### src/rtl/idec_pkg.sv
package idec_pkg;

  localparam int WORD_W = 16;
  localparam int OP_W   = 5;
  localparam int IDX_W  = 4;
  localparam int NIB_W  = 4;
  localparam int PFX_W  = WORD_W - NIB_W;

  typedef enum logic [2:0] {
    FORM_RR  = 3'd0,
    FORM_RI6 = 3'd1,
    FORM_I8  = 3'd2,
    FORM_I11 = 3'd3,
    FORM_I12 = 3'd4,
    FORM_LS  = 3'd5
  } form_e;

  localparam logic [OP_W-1:0] OP_PREFIX  = 5'd9;
  localparam logic [2:0]      OP_MEM_HI  = 3'b011;
  localparam logic [2:0]      OP_BR_HI   = 3'b010;
  localparam logic [3:0]      OP_CONST_HI = 4'b0011;

  function automatic logic form_takes_prefix(input form_e f);
    return (f == FORM_RI6) || (f == FORM_I8) || (f == FORM_LS);
  endfunction

endpackage

### src/rtl/idec_form_classify.sv
module idec_form_classify
  import idec_pkg::*;
(
  input  logic [6:0]      low_bits,
  output form_e           form,
  output logic [OP_W-1:0] opcode
);

  always_comb begin
    form = FORM_RR;
    unique case (low_bits[1:0])
      2'b00: form = FORM_RR;
      2'b11: form = FORM_RI6;
      2'b10: form = FORM_LS;
      default: begin
        unique case (low_bits[3:2])
          2'b01:   form = FORM_I11;
          2'b11:   form = FORM_I12;
          default: form = FORM_I8;
        endcase
      end
    endcase
  end

  always_comb begin
    unique case (form)
      FORM_RR:  opcode = low_bits[6:2];
      FORM_RI6: opcode = {1'b1, low_bits[5:2]};
      FORM_LS:  opcode = {OP_MEM_HI, low_bits[3:2]};
      FORM_I8:  opcode = {OP_CONST_HI, low_bits[3]};
      FORM_I11: opcode = {OP_BR_HI, low_bits[4], 1'b0};
      default:  opcode = OP_PREFIX;
    endcase
  end

endmodule

### src/rtl/idec_imm_build.sv
module idec_imm_build
  import idec_pkg::*;
(
  input  form_e             form,
  input  logic [PFX_W-1:0]  hi_bits,
  input  logic              pfx_valid,
  input  logic [PFX_W-1:0]  pfx_value,
  output logic [WORD_W-1:0] imm_val
);

  localparam int OFS = WORD_W - PFX_W;

  logic [WORD_W-1:0] base_imm;
  logic [NIB_W-1:0]  low_nib;

  function automatic logic [WORD_W-1:0] bit_of(input int pos);
    return {{(WORD_W-1){1'b0}}, hi_bits[pos-OFS]};
  endfunction

  always_comb begin
    base_imm = '0;
    low_nib  = '0;
    unique case (form)
      FORM_RI6: begin
        base_imm = {{(WORD_W-6){hi_bits[11-OFS]}}, hi_bits[11-OFS:6-OFS]};
        low_nib  = hi_bits[9-OFS:6-OFS];
      end
      FORM_I8: begin
        base_imm = {{(WORD_W-8){hi_bits[11-OFS]}}, hi_bits[11-OFS:4-OFS]};
        low_nib  = hi_bits[7-OFS:4-OFS];
      end
      FORM_LS: begin
        base_imm = {{(WORD_W-NIB_W){1'b0}}, hi_bits[7-OFS:4-OFS]};
        low_nib  = hi_bits[7-OFS:4-OFS];
      end
      FORM_I11: begin
        base_imm = {{(WORD_W-11){hi_bits[15-OFS]}}, hi_bits[15-OFS:5-OFS]};
      end
      FORM_I12: begin
        base_imm = {hi_bits, {NIB_W{1'b0}}};
      end
      default: base_imm = '0;
    endcase
  end

  always_comb begin
    if (pfx_valid && form_takes_prefix(form))
      imm_val = {pfx_value, low_nib};
    else
      imm_val = base_imm;
  end

endmodule

### src/rtl/idec_operand_sel.sv
module idec_operand_sel
  import idec_pkg::*;
#(
  parameter int WORD_SCALE_LOG2 = 1
) (
  input  logic              is_mem,
  input  logic              is_word,
  input  logic              is_imm,
  input  logic [WORD_W-1:0] rs_data,
  input  logic [WORD_W-1:0] imm_val,
  output logic [WORD_W-1:0] rsval
);

  logic [WORD_W-1:0] offset;
  logic [WORD_W-1:0] word_base;
  logic [WORD_W-1:0] word_ofs;
  logic [WORD_W-1:0] addr;

  assign offset = is_imm ? imm_val : '0;

  generate
    if (WORD_SCALE_LOG2 == 0) begin : g_unscaled
      assign word_base = rs_data;
      assign word_ofs  = offset;
    end else begin : g_scaled
      assign word_base = {rs_data[WORD_W-1:WORD_SCALE_LOG2], {WORD_SCALE_LOG2{1'b0}}};
      assign word_ofs  = {offset[WORD_W-1-WORD_SCALE_LOG2:0], {WORD_SCALE_LOG2{1'b0}}};
    end
  endgenerate

  assign addr = is_word ? (word_base + word_ofs) : (rs_data + offset);

  always_comb begin
    if (is_mem)      rsval = addr;
    else if (is_imm) rsval = imm_val;
    else             rsval = rs_data;
  end

endmodule

### src/rtl/instr_operand_decoder.sv
module instr_operand_decoder
  import idec_pkg::*;
(
  input  logic [15:0] instr,
  input  logic [15:0] rs_data,
  input  logic        pfx_valid,
  input  logic [11:0] pfx_value,
  output logic [4:0]  opcode,
  output logic [3:0]  rd_idx,
  output logic [3:0]  rs_idx,
  output logic        is_imm,
  output logic [15:0] rsval
);

  form_e             form;
  logic [OP_W-1:0]   op_int;
  logic [WORD_W-1:0] imm_val;
  logic              is_mem;
  logic              is_word;

  idec_form_classify u_class (
    .low_bits (instr[6:0]),
    .form     (form),
    .opcode   (op_int)
  );

  idec_imm_build u_imm (
    .form      (form),
    .hi_bits   (instr[WORD_W-1:NIB_W]),
    .pfx_valid (pfx_valid),
    .pfx_value (pfx_value),
    .imm_val   (imm_val)
  );

  assign is_imm  = (form != FORM_RR);
  assign is_mem  = (op_int[OP_W-1:2] == OP_MEM_HI);
  assign is_word = ~op_int[1];

  idec_operand_sel #(.WORD_SCALE_LOG2(1)) u_sel (
    .is_mem  (is_mem),
    .is_word (is_word),
    .is_imm  (is_imm),
    .rs_data (rs_data),
    .imm_val (imm_val),
    .rsval   (rsval)
  );

  assign opcode = op_int;
  assign rd_idx = (form == FORM_I11 || form == FORM_I12) ? '0 : instr[15:12];
  assign rs_idx = (form == FORM_RR || form == FORM_LS) ? instr[11:8] : '0;

endmodule

### config.mk
export PLATFORM = sky130hd
export DESIGN_NAME = instr_operand_decoder
export DESIGN_NICKNAME = d
export VERILOG_FILES = /design/src/rtl/idec_pkg.sv /design/src/rtl/idec_form_classify.sv /design/src/rtl/idec_imm_build.sv /design/src/rtl/idec_operand_sel.sv /design/src/rtl/instr_operand_decoder.sv
export SDC_FILE = /design/constraint.sdc
export NUM_CORES = 1
export LEC_CHECK = 0
export ABC_AREA = 1
export BUFFER_PORTS_ARGS = -buffer_cell sky130_fd_sc_hd__buf_2
export CORE_ASPECT_RATIO = 1.1
export CORE_MARGIN = 3
export CORE_UTILIZATION = 60
export DETAILED_ROUTE_END_ITERATION = 8
export PLACE_DENSITY = 0.9
export SLEW_MARGIN = 30
export SYNTH_ARGS = -nofsm -noshare
export SYNTH_HDL_FRONTEND = slang
export SYNTH_SLANG_ARGS = --single-unit
### constraint.sdc
create_clock -name vclk -period 7.24
set_input_delay 1.448 -clock vclk [all_inputs]
set_output_delay 1.448 -clock vclk [all_outputs]
set_load 0.02 [all_outputs]
==> results.md <==
* CP Data Arrival Time at 4.43 ns
* Synth Area per Inst at 5.27 um2
* Count of different cell masters after synthesis at 42
* Crit path max fanout at 7
* Syn Inst Count at 501
* Critical-path cell list: buf_2, inv_2, nor2_4, nand2_1, nor2_4, inv_2, o21ai_0, a21oi_1, o21ai_1, ha_1, a21oi_1, o21ai_0, a21oi_1, nand3_1, a31oi_1, o21ai_0, o21ai_1, buf_2
* Max stage delay on crit path at around 0.35 ns
* Internal cell power at 0.115 mW
* Routed wire length at 9.12 mm
* Vias in the first global route at 3256
* WHS Path Cells at 4
* WS Path Type: input pin to primary output
* Most frequent cells after synthesis: nand2_1, inv_1, a21oi_1
* Syn nets at approximately 580
* Switch share at about two thirds
* Sw power at 0.226 mW
* Drt first pass iters at 6
* Core Rows at 24
* Post-CTS sizing at 0
* Final net count at 645
* Setup bufs post-CTS at 0
* CP Capture Point: rsval[11]
* Slew HR at roughly 64%
* Power Total at 0.341 mW
* Layout cells sized above 1 at 19.5%
* Share of the synthesized area in the top cell type at 19.0%
* Antenna violation net count after detailed routing at 0
* CTS Hold Bufs at 0
* P&R area growth vs syn at 15.4%
* Routed vias at between 3000 and 4000
* Crit share post-route at between 80% and 90%
* Remaining Overflow, GRT at 0
* Starting density of the core at 64.2%
* Routed len/inst at about 15 um
* MaxCap Viol Count at 0
* Global-route wire length before repair at 14.5 mm
* Clkbuf count at 0
* Leak Pwr at about 1.8 nW
* N_diodes at 0
* 1st-iter DRT viols at 453
* Post-route insts no fill at 621
* Final slew viol count at 0
* Remaining DRCs at 0
* Sequential area share after synthesis at 0%
* Filler instances at 381
* Syn Std Cell Area at 2640 um2
* I/O pin count at 75
* Worst Max-Slew Pin Slew at 0.533 ns
* Placed Cells at 621
* Top-count cell post-synth: nand2_1
* Reg power frac at 0%
* Final setup TNS at 0 ns
* Hold WC Path Type: input pin to primary output
* Worst Path Required at 5.79 ns
* Largest net degree at the start of global routing at 30
* Die width at 69.3 um
* Clock share of power at 0%
* Seq Cell Count at 0
* Worst Setup SP: instr[0]
* Port buffer count at 75
* Synth area leaders: nand2_1, ha_1, a21oi_1
* Die area at 5240 um2
* Endpoint type of the worst setup path: primary output
* Core area at 4110 um2
* VDD IR-drop max at 66.2 uV
* Final Setup Violations at 0
* Area occupied by registers at 0 um2
* Global placement routability congestion at 0.977
* Dominant cell type by area after synthesis: nand2_1
* Yosys warnings at 0
* Combinational share of power at 100.0%
* Via density at 6.05
* Fmax at 0.170 GHz
* Post-DP HPWL at 7.49 mm
* Vert. Die Dim at 75.6 um
* CP startpoint kind: input pin
* Gr usage total at around a third
* Final Hold Fails at 0
* Crit path time final at approximately 5.9 ns
* Pwr Density at 112 nW/um2
* Status: completed
* Initial antenna violation count at 0
* RSZ-0062 raised after global routing: false
* Worst path slowest cell: ha_1
metrics by stage:
stage          instance area [um2]  hold WS, ns  worst slack (ns)  util, %
6_report                      3050         3.23              1.36     74.1
5_1_grt                       3050         3.28              1.13     74.1
4_1_cts                       3050         3.23              1.50     74.1
3_5_place_dp                  3050         3.23              1.49     74.1
3_3_place_gp                  3050         3.23              1.58     74.1
2_1_floorplan                 2640         2.98              2.07        -
power groups by stage:
stage	Sequential [mW]	Clock (mW)	Combinational [mW]
final	0	0	0.341
after CTS	0	0	0.333
after global routing	0	0	0.377
after detailed placement	0	0	0.332
after global placement	0	0	0.326
after floorplan	0	0	0.242
per-layer routing:
layer	routed length (um)	global-route usage, %	up-vias
met1	3800	42.5	1647
met3	889	1.58	22
met5	0	0	-
met4	189	5.21	0
met2	4250	61.9	240
li1	-	-	1845
how the worst min path moves through the flow:
stage,endpoint,from,slack [ns]
after global placement,rd_idx[3],instr[15],3.23
after detailed placement,rd_idx[3],instr[15],3.23
after CTS,rd_idx[3],instr[15],3.23
final,rd_idx[3],instr[15],3.23
after global routing,rd_idx[1],instr[13],3.28
after floorplan,rs_idx[0],instr[0],2.98
layout make-up:
type	count	area (um2)	area share, %
Multi-Input combinational cell	417	2310	75.9
Timing Repair Buffer	76	383	12.6
Inverter	76	285	9.36
Tap cell	52	65.1	2.13
cells in the final DEF (no fill, tap or decap), types with 5 or more instances in the layout:
| master | Yosys | routed |
|---|---|---|
| a211oi_1 | 10 | 10 |
| o21ai_0 | 30 | 30 |
| nand3_1 | 42 | 42 |
| nand2_1 | 134 | 134 |
| inv_1 | 66 | 66 |
| nand2_2 | 11 | 11 |
| o21ai_1 | 13 | 13 |
| nand4_1 | 5 | 5 |
| inv_2 | 9 | 9 |
| ha_1 | 29 | 29 |
| a21oi_1 | 65 | 65 |
| nor3_1 | 5 | 5 |
| nor2_1 | 25 | 25 |
| buf_2 | 3 | 75 |
logic make-up (layout without fill, tap and decap cells):
logic type | after synthesis | count (layout) | share of synthesized area, %
xor gates and xnor gates | 2 | 2 | 0.663
buffers and inverters | 84 | 152 | 12.4
adders and majority gates | 29 | 29 | 13.7
AOI/OAI and AO/OA | 143 | 143 | 30.6
and+or+nand+nor | 243 | 243 | 42.6
critical path, delay by kind of cell:
kind                       cells  cell delay [ns]
adders and majority gates      1             0.35
buffers and inverters          4             0.51
and+or+nand+nor                4             0.60
AOI/OAI and AO/OA              9             1.52
Power figures use the tool's default switching activity.
